File: config.mk
export PLATFORM = sky130hd
export DESIGN_NAME = cfg_access_port
export DESIGN_NICKNAME = d
export VERILOG_FILES = /design/src/rtl/cfgp_pkg.sv /design/src/rtl/cfgp_lane_ctl.sv /design/src/rtl/cfgp_addr_reg.sv /design/src/rtl/cfgp_bridge_regs.sv /design/src/rtl/cfg_access_port.sv
export SDC_FILE = /design/constraint.sdc
export NUM_CORES = 2
export LEC_CHECK = 0
export BUFFER_PORTS_ARGS = -buffer_cell sky130_fd_sc_hd__buf_2
export CORE_MARGIN = 4
export CORE_UTILIZATION = 25
export CTS_CLUSTER_DIAMETER = 120
export DETAILED_ROUTE_END_ITERATION = 6
export PLACE_DENSITY = 0.38
export SLEW_MARGIN = 20
export SYNTH_ARGS = -nofsm -noshare
export SYNTH_HDL_FRONTEND = slang
export SYNTH_HIERARCHICAL = 1
export SYNTH_SLANG_ARGS = --single-unit
File: constraint.sdc
create_clock -name clk -period 4.55 [get_ports clk]
set_input_delay 0 -clock clk [delete_from_list [all_inputs] [get_ports clk]]
set_output_delay 0 -clock clk [all_outputs]
set_load 0.02 [all_outputs]
File: src/rtl/cfgp_pkg.sv
`timescale 1ns/1ps
package cfgp_pkg;
  localparam int unsigned WORD_W = 32;
  localparam int unsigned LANES  = WORD_W / 8;
  localparam int unsigned REG_W  = 6;
  localparam int unsigned DEV_W  = 5;
  localparam int unsigned BUS_W  = 8;
  localparam int unsigned PIN_W  = 2;

  // field positions inside the address register
  localparam int unsigned EN_BIT  = 31;
  localparam int unsigned BUS_LSB = 16;
  localparam int unsigned DEV_LSB = 11;
  localparam int unsigned REG_LSB = 2;

  localparam logic [WORD_W-1:0] ALL_ONES = '1;

  localparam logic [7:0] CLASS_BRIDGE = 8'h06;
  localparam logic [7:0] SUB_HOST     = 8'h00;
  localparam logic [7:0] HDR_BRIDGE   = 8'h01;

  function automatic logic [WORD_W-1:0] lanes_to_bits(input logic [LANES-1:0] be);
    logic [WORD_W-1:0] m;
    for (int b = 0; b < int'(LANES); b++) m[b*8 +: 8] = {8{be[b]}};
    return m;
  endfunction
endpackage

File: src/rtl/cfgp_lane_ctl.sv
`timescale 1ns/1ps
module cfgp_lane_ctl
  import cfgp_pkg::*;
(
  input  logic [1:0]       start,
  input  logic [2:0]       size,
  output logic             ok,
  output logic [LANES-1:0] be,
  output logic [LANES-1:0] span
);
  logic [LANES-1:0] base;
  logic             size_ok;
  logic [3:0]       last;

  always_comb begin
    size_ok = 1'b1;
    case (size)
      3'd1:    base = LANES'(1);
      3'd2:    base = LANES'(3);
      3'd4:    base = '1;
      default: begin base = '0; size_ok = 1'b0; end
    endcase
    last = {2'b00, start} + {1'b0, size};
    ok   = size_ok && (last <= 4'd4);
    be   = ok ? (base << start) : '0;
    span = ok ? base : '0;
  end
endmodule

File: src/rtl/cfgp_addr_reg.sv
`timescale 1ns/1ps
module cfgp_addr_reg
  import cfgp_pkg::*;
(
  input  logic              clk,
  input  logic              rst,
  input  logic              wr,
  input  logic [LANES-1:0]  be,
  input  logic [WORD_W-1:0] wdata,
  output logic [WORD_W-1:0] q
);
  always_ff @(posedge clk) begin
    if (rst) begin
      q <= '0;
    end else if (wr) begin
      for (int b = 0; b < int'(LANES); b++)
        if (be[b]) q[b*8 +: 8] <= wdata[b*8 +: 8];
    end
  end
endmodule

File: src/rtl/cfgp_bridge_regs.sv
`timescale 1ns/1ps
module cfgp_bridge_regs
  import cfgp_pkg::*;
#(
  parameter logic [15:0] VEND_ID   = 16'h5A5A,
  parameter logic [15:0] DEV_ID    = 16'hC0DE,
  parameter logic [7:0]  REV_ID    = 8'h03,
  parameter logic [15:0] CMD_WMASK = 16'h0547
) (
  input  logic              clk,
  input  logic              rst,
  input  logic              wr,
  input  logic [REG_W-1:0]  regn,
  input  logic [LANES-1:0]  be,
  input  logic [WORD_W-1:0] wdata,
  output logic [WORD_W-1:0] rdata
);
  localparam int unsigned DEPTH     = 1 << REG_W;
  localparam int unsigned FIRST_RAM = 4;
  localparam int unsigned CMD_LANES = 2;

  logic [15:0]       cmd_q;
  logic [WORD_W-1:0] ram [DEPTH];
  logic              ram_hit;

  assign ram_hit = (regn >= REG_W'(FIRST_RAM));

  always_ff @(posedge clk) begin
    if (rst) begin
      cmd_q <= '0;
    end else if (wr && regn == REG_W'(1)) begin
      for (int b = 0; b < int'(CMD_LANES); b++)
        if (be[b]) cmd_q[b*8 +: 8] <= wdata[b*8 +: 8] & CMD_WMASK[b*8 +: 8];
    end
  end

  // plain storage, no reset, byte-lane write
  always_ff @(posedge clk) begin
    if (wr && ram_hit) begin
      for (int b = 0; b < int'(LANES); b++)
        if (be[b]) ram[regn][b*8 +: 8] <= wdata[b*8 +: 8];
    end
  end

  always_comb begin
    case (regn)
      REG_W'(0): rdata = {DEV_ID, VEND_ID};
      REG_W'(1): rdata = {16'h0000, cmd_q};
      REG_W'(2): rdata = {CLASS_BRIDGE, SUB_HOST, 8'h00, REV_ID};
      REG_W'(3): rdata = {8'h00, HDR_BRIDGE, 8'h00, 8'h00};
      default:   rdata = ram[regn];
    endcase
  end
endmodule

File: src/rtl/cfg_access_port.sv
`timescale 1ns/1ps
module cfg_access_port
  import cfgp_pkg::*;
#(
  parameter int unsigned N_SLOTS   = 4,
  parameter int unsigned OFS_W     = 4,
  parameter logic [15:0] VEND_ID   = 16'h5A5A,
  parameter logic [15:0] DEV_ID    = 16'hC0DE,
  parameter logic [7:0]  REV_ID    = 8'h03,
  parameter logic [15:0] CMD_WMASK = 16'h0547
) (
  input  logic                        clk,
  input  logic                        rst,
  input  logic                        io_req,
  input  logic                        io_we,
  input  logic [OFS_W-1:0]            io_ofs,
  input  logic [2:0]                  io_size,
  input  logic [WORD_W-1:0]           io_wdata,
  output logic [WORD_W-1:0]           io_rdata,
  output logic                        io_rvalid,
  output logic [N_SLOTS-1:0]          sl_wr,
  output logic [REG_W-1:0]            sl_reg,
  output logic [LANES-1:0]            sl_be,
  output logic [WORD_W-1:0]           sl_wdata,
  input  logic [WORD_W*N_SLOTS-1:0]   sl_rdata,
  input  logic [N_SLOTS-1:0]          sl_present,
  output logic [PIN_W*N_SLOTS-1:0]    sl_int_pin
);
  localparam int unsigned HI_W = OFS_W - 2;

  logic [HI_W-1:0]   ofs_hi;
  logic [1:0]        start;
  logic              in_addr, in_win;
  logic              acc_ok;
  logic [LANES-1:0]  acc_be, acc_span;
  logic [WORD_W-1:0] wlane;
  logic [WORD_W-1:0] addr_q;
  logic              addr_wr;
  logic              win_on;
  logic [DEV_W-1:0]  dev;
  logic [REG_W-1:0]  regn;
  logic              win_wr, br_wr, rd_req;
  logic [WORD_W-1:0] br_rdata;
  logic              slot_hit;
  logic [WORD_W-1:0] slot_val, win_val, sel_val, fmt_val;

  assign ofs_hi  = io_ofs[OFS_W-1:2];
  assign start   = io_ofs[1:0];
  assign in_addr = (ofs_hi == '0);
  assign in_win  = (ofs_hi == HI_W'(1));

  cfgp_lane_ctl u_lane (
    .start (start),
    .size  (io_size),
    .ok    (acc_ok),
    .be    (acc_be),
    .span  (acc_span)
  );

  assign wlane   = io_wdata << {start, 3'b000};
  assign addr_wr = io_req && io_we && in_addr && acc_ok;

  cfgp_addr_reg u_addr (
    .clk   (clk),
    .rst   (rst),
    .wr    (addr_wr),
    .be    (acc_be),
    .wdata (wlane),
    .q     (addr_q)
  );

  // address decode
  assign win_on = addr_q[EN_BIT] && (addr_q[BUS_LSB +: BUS_W] == '0);
  assign dev    = addr_q[DEV_LSB +: DEV_W];
  assign regn   = addr_q[REG_LSB +: REG_W];

  assign win_wr = io_req && io_we && in_win && acc_ok && win_on;
  assign br_wr  = win_wr && (dev == '0);
  assign rd_req = io_req && !io_we;

  cfgp_bridge_regs #(
    .VEND_ID   (VEND_ID),
    .DEV_ID    (DEV_ID),
    .REV_ID    (REV_ID),
    .CMD_WMASK (CMD_WMASK)
  ) u_bridge (
    .clk   (clk),
    .rst   (rst),
    .wr    (br_wr),
    .regn  (regn),
    .be    (acc_be),
    .wdata (wlane),
    .rdata (br_rdata)
  );

  // per-slot strobes and interrupt pin constants
  for (genvar i = 0; i < int'(N_SLOTS); i++) begin : g_slot
    assign sl_wr[i] = win_wr && (dev == DEV_W'(i + 1)) && sl_present[i];
    assign sl_int_pin[i*PIN_W +: PIN_W] = PIN_W'(i % 4);
  end

  assign sl_reg   = regn;
  assign sl_be    = acc_be;
  assign sl_wdata = wlane;

  always_comb begin
    slot_hit = 1'b0;
    slot_val = ALL_ONES;
    for (int i = 0; i < int'(N_SLOTS); i++) begin
      if (dev == DEV_W'(i + 1) && sl_present[i]) begin
        slot_hit = 1'b1;
        slot_val = sl_rdata[i*WORD_W +: WORD_W];
      end
    end
  end

  always_comb begin
    if (!win_on)         win_val = ALL_ONES;
    else if (dev == '0)  win_val = br_rdata;
    else if (slot_hit)   win_val = slot_val;
    else                 win_val = ALL_ONES;
  end

  always_comb begin
    if (in_addr)      sel_val = addr_q;
    else if (in_win)  sel_val = win_val;
    else              sel_val = ALL_ONES;
    fmt_val = acc_ok ? ((sel_val >> {start, 3'b000}) & lanes_to_bits(acc_span))
                     : ALL_ONES;
  end

  always_ff @(posedge clk) begin
    if (rst) begin
      io_rvalid <= 1'b0;
      io_rdata  <= '0;
    end else begin
      io_rvalid <= rd_req;
      if (rd_req) io_rdata <= fmt_val;
    end
  end
endmodule

After elaboration in Yosys (flattened, before gate mapping) --
Memories as Yosys holds them, arrays and structs flattened. A register that Yosys moved wholly into a read port is not among the register bits. Index checks and enable logic that the tools add are counted.
Operators by class: add/sub/neg operators 1, multipliers 0, divide/modulo/power cells 0, magnitude comparators 2, equal/unequal tests 11, shift-type cells 3, multiplexer cells 33, bitwise gates (word level) 1, reduce and logical (&&, ||, !) cells 36
Operators with widths (number):
- $mux W32 | 10
- $pmux W32 S4 | 1
- $and A32 B32 Y32 | 1
- $shl A32 B5 Y32 | 1
- $shr A32 B5 Y32 | 1
- $logic_and A1 B1 Y1 | 24
- $mux W1 | 17
- $eq A6 B2 Y1 const B | 2
- $mux W6 | 2
- $pmux W4 S3 | 1
- $reduce_and A2 Y1 | 6
- $eq A5 B2 Y1 const B | 2
- $logic_not A8 Y1 | 1
- $mux W4 | 2
- $eq A6 B1 Y1 const B | 1
- $ge A6 B3 Y1 const B | 1
- $logic_not A6 Y1 | 1
- $eq A5 B1 Y1 const B | 1
- $eq A5 B3 Y1 const B | 1
- $logic_not A5 Y1 | 1
- $add A2 B3 Y4 | 1
- $le A4 B3 Y1 const B | 1
- $shl A4 B2 Y4 | 1
- $eq A3 B1 Y1 const B | 1
- 6 further kinds | 6
Storage, ports and cells: flip-flop bits (word level) 71, bits in latches 0, RAM bits 2048, ROM bits 0, bits of input ports 175, output and inout bits 87, memories 1
Memories:
- u_bridge.ram | words 64, width 32, read ports 1, clocked after Yosys merged registers in 1, wr ports 1, RTL line cfgp_bridge_regs.sv:23 | logic [WORD_W-1:0] ram [DEPTH];

Depth between registers and ports, before layout --
depth after elaboration 14, gate-level depth with buffers 15

Cells and area by module --
The synthesis kept the hierarchy.
By module, submodules not included:
- cfgp_bridge_regs | instances 1, cells an instance 3577, area each 77705.8 sq um
- cfg_access_port | instances 1, cells an instance 533, area each 3802.4 sq um
- cfgp_addr_reg | instances 1, cells an instance 146, area each 1559.0 sq um
- cfgp_lane_ctl | instances 1, cells an instance 33, area each 264.0 sq um

Worst setup path after synthesis --
No wires, ideal clock.
kind input-to-reg, start point input io_ofs[1], end point memory u_bridge.ram[0][17] (data pin), data arrival time 4.165 ns, data required time 3.757 ns, path slack -0.408 ns, stages on the path 5, cells stage by stage clkbuf_1 clkbuf_1 buf_1 mux2i_1 o21ai_0
On the way: longest elaborated chain between the ends 1
Ends and longest elaborated chain:
- start: declaration | RTL line cfg_access_port.sv:16 | input logic [OFS_W-1:0] io_ofs,
- $shl A32 B5 Y32 | RTL line cfg_access_port.sv:60 | assign wlane = io_wdata << {start, 3'b000};
- named net sl_wdata[17] | RTL line cfg_access_port.sv:24 | output logic [WORD_W-1:0] sl_wdata,
- end: declaration | RTL line cfgp_bridge_regs.sv:23
The timed path passes the listed nets, and every way through them passes these cells.

Worst setup path in the final report --
start point register u_addr.q[2], end point register io_rdata[20]
On the way: longest elaborated chain between the ends 9, elaborated cells between the ends (all ways) 12, classes of those cells eq/ne: 3; shift: 1; mux: 6; bitwise: 1; reduce/logical: 1
Ends and longest elaborated chain:
- start: declaration | RTL line cfgp_addr_reg.sv:10 | output logic [WORD_W-1:0] q
- start signal: indexed assignment | RTL line cfgp_addr_reg.sv:17 | if (be[b]) q[b*8 +: 8] <= wdata[b*8 +: 8];
- $eq A6 B2 Y1 (tied with other cells) | RTL line cfgp_bridge_regs.sv:46 | case (regn)
- $pmux W32 S4 (*) | RTL line cfgp_bridge_regs.sv:46
- named net br_rdata[20] | RTL line cfg_access_port.sv:43 | logic [WORD_W-1:0] br_rdata;
- $mux W32 (*) | RTL line cfg_access_port.sv:119 | else if (dev == '0) win_val = br_rdata;
- $mux W32 (*) | RTL line cfg_access_port.sv:118 | if (!win_on) win_val = ALL_ONES;
- $mux W32 (*) | RTL line cfg_access_port.sv:126 | else if (in_win) sel_val = win_val;
- $mux W32 (*) | RTL line cfg_access_port.sv:125 | if (in_addr) sel_val = addr_q;
- $shr A32 B5 Y32 (*) | RTL line cfg_access_port.sv:128 | fmt_val = acc_ok ? ((sel_val >> {start, 3'b000}) & lanes_to_bits(acc_span))
- $and A32 B32 Y32 (*) | RTL line cfg_access_port.sv:128
- $mux W32 (*) | RTL line cfg_access_port.sv:128
- end signal: assignment | RTL line cfg_access_port.sv:138 | if (rd_req) io_rdata <= fmt_val;
- end: declaration | RTL line cfg_access_port.sv:19 | output logic [WORD_W-1:0] io_rdata,
Mark *: on every way through the listed nets, which the timed path passes. The rest lies on a longest branch. A chain may end at the register's enable or synchronous reset.

==> results.cfg <==
[timing]
slew_headroom_pct = 24.4
fin_tns_setup_ps = 0
max_freq_mhz = 228
finalSetupViolCount = 0
finalCritPeriodShare_pct = 96.2
rsz0062_at_grt = false
finClkSkew_ps = 53.7
worst_pin_slew_ps = 1110
fin_crit_ps = 4380
hold_violations = 0
final_max_slew_viol_count = 0

[worst_setup_path]
timing.rr.start = u_addr/q[2]$_SDFFE_PP0P_
cp_common_cell = buf_4
startpoint = u_addr/q[2]$_SDFFE_PP0P_
worstRegToRegCells = 13
cp_max_fo = 17
cp_slowest_cell = dfxtp_4
worstSetupStartpointType = flop
arrival_ps = 5170
r2r-end = io_rdata[20]$_SDFFE_PP0P_
reg2reg_setup_slack_ps = 170
path_class = flop to flop
worstPathRequired_ps = 5340
slowest_delay_ps = 560
worstPathCellList = buf_12 -> buf_4 -> mux4_2 -> mux2i_1 -> nor3b_1 -> buf_4 -> o311ai_0 -> o311ai_1 -> buf_4 -> o22a_1 -> o21ai_1 -> mux2i_1 -> o221a_1
crit_path_end_kind = flop

[route]
drt-total-wl_um = 314000
drtIter0Drc = 4982
first_pass_iters = 7
via_per_inst = 4.85
num_vias = 47100
drc = 0
wire_per_inst_um = 32.3
final_antenna_net_count = 0

[global_routing]
overflow = 0
grt.total_usage_pct = 17.8
antenna_found_initial = 35
grt_max_degree = 68
grt_pass1_vias = 47600
grt_first_pass_wirelength_um = 423000

[place]
place_congestion = 0.945
dp_hpwl_um = 212000
io_buffers = 253
place_area_sq_mm = 0.0936

[clocking]
cts_buffers = 230
cts_tree = yes
htree_levels = 4
cts_max_path_buffers = 4
root_buffer = clkbuf_16
cts_sinks = 2067
clk_pin_slew_ps = 60
clk_latency_ps = 910

[logic_synthesis]
synth_top_family_by_area = multiplexers
synth_area_leaders = edfxtp_1, mux4_2, dfxtp_1, mux2i_1, nor2_1
syn_area_sq_mm = 0.0833
ys_seq_area_share_pct = 73.6
syn_inst = 4289
yosys.area_share.simple_pct = 4.15
synth_warnings = 6
synth_xor_area_share_pct = 0.0315
synth_top_cells_by_count = edfxtp_1, mux4_2, nor2_1
synth.distinct_cells = 89
synth_edf_count = 1996
synth_most_common_cell = edfxtp_1
async_reset_ff_share_pct = 0
synth.area.mux_share_pct = 15.5
synth_fa_ha_area_share_pct = 0.0541
ys_ff_latch = 2067
ys.flop_type = edfxtp_1
synth_top_cell_area_share_pct = 71.9
synth_compound_area_share_pct = 4.56
avgSynthCellArea_sq_um = 19.4
synth_top_area_cell = edfxtp_1

[worst_hold_path]
holdPathStages = 3
holdPathEnd = u_bridge/ram[19][30]$_DFFE_PP_
hold_start = io_wdata[22]
hp-class = input port to flop

[finish]
final_cell_area_sq_mm = 0.102
drive_gt1_share_pct = 32.4
final_nets = 5329
syn2layout_area_growth_pct = 22.1

[floorplan]
start_util_pct = 25.2
die_area_sq_mm = 0.343
rows = 211
io_pins = 262
fp.dieH_um = 585
die_w_um = 585
core_area_sq_mm = 0.331

[job]
drv_cap = 0

[pwr]
ir_drop_v = 0.000320
power_density_mw_per_mm2 = 398
p_leak_nw = 30.1

[status]
outcome = complete, no violations
-- cell type report --
| class | count | area, sq um |
|---|---|---|
| well taps | 4366 | 5460 |
| multi-input cells | 1985 | 21000 |
| flip-flops and latches | 2067 | 61400 |
| fillers | 32400 | 229000 |
| inverters | 13 | 52.6 |
| diodes | 10 | 25.0 |
| repair buffers | 854 | 6650 |
| clock buffers | 265 | 5950 |
| clock inverters | 147 | 1270 |
-- per-stage QoR --
| stage | total power, W | std cells | hold slack (ps) | setup WS [ps] | util [%] |
|---|---|---|---|---|---|
| after CTS | 0.0410 | 9691 | 0.538 | 13.3 | 30.7 |
| after global routing | 0.0419 | 9699 | 39.7 | 29.0 | 30.7 |
| after floorplan | 0.0220 | 4370 | 67.6 | 40.1 | - |
| after detailed placement | 0.0227 | 9200 | 286 | -105 | 28.3 |
| after global placement | 0.0227 | 9196 | 293 | -202 | 28.2 |
| final | 0.0405 | 9707 | 62.4 | 171 | 30.7 |
-- worst max-delay path by stage --
stage / to / slack (ps) / cells past startpoint
after detailed placement: io_rdata[23]$_SDFFE_PP0P_ / -100 / 10
final: io_rdata[20]$_SDFFE_PP0P_ / 170 / 13
after global routing: io_rdata[23]$_SDFFE_PP0P_ / 30 / 12
after global placement: io_rdata[23]$_SDFFE_PP0P_ / -200 / 10
after floorplan: u_bridge/ram[0][19]$_DFFE_PP_ / 40 / 4
after CTS: io_rdata[7]$_SDFFE_PP0P_ / 10 / 12
-- worst max-delay path, delay by kind of cell (launching register included) --
kind	cells	cell delay, ps
simple gates	1	120
mux	3	1200
compound gates	5	1380
flops	1	560
buf+inv	4	920
-- registers in the layout, summed over array words and instances, names as in the netlist --
register	cells
io_rvalid	1
u_addr/q	32
io_rdata	32
u_bridge/cmd_q	6
u_bridge/ram	1996
-- repair_timing --
action | in CTS | in global routing
setup buffers | 0 | 1
hold buffers | 79 | 4
gates resized for setup | 1 | 1
endpoints found under the setup margin | 2 | 5
hold endpoints to repair | 449 | 42
-- placed cells by master, fill, tap and decap left out, drive strengths merged, types with 10 or more instances in the layout --
cell,n
a2111oi,15
a211oi,27
a21bo,32
a21oi,76
a221oi,39
a22o,12
a22oi,42
and2,31
buf,771
bufinv,19
clkbuf,265
clkinv,117
clkinvlp,13
conb,84
dfxtp,71
diode,10
dlygate4sd3,83
edfxtp,1996
inv,11
mux2,20
mux2i,128
mux4,508
nand2,116
nand3,47
nor2,318
nor2b,36
nor3,105
nor4,26
o211ai,17
o21a,29
o21ai,61
o221ai,30
o22a,11
o22ai,28
o31a,14
or3,19
-- report_power, final --
group	leakage (nW)	total, W	internal [W]	switching, W
clock network	3.52	0.0181	0.0104	0.00773
registers	17.1	0.0211	0.0211	0.0000511
logic	9.50	0.00126	0.000336	0.000920
-- metal layers --
metal  track usage (%)  wire, um  up-vias
met5             0.364       151        -
met4              5.30     10200       23
met3              3.33     19800      451
met1              24.6    137000    25600
met2              28.6    146000     1656
li1                  -         -    19400
-- logic make-up after synthesis --
kind of cell	after synthesis
xor gates and xnor gates	3
AOI/OAI and AO/OA	490
other	3
muxes	656
DFF	2067
adders and majority gates	3
buffers and inverters	318
and+or+nand+nor	749
Note: power is estimated with default switching activity, not from simulation.
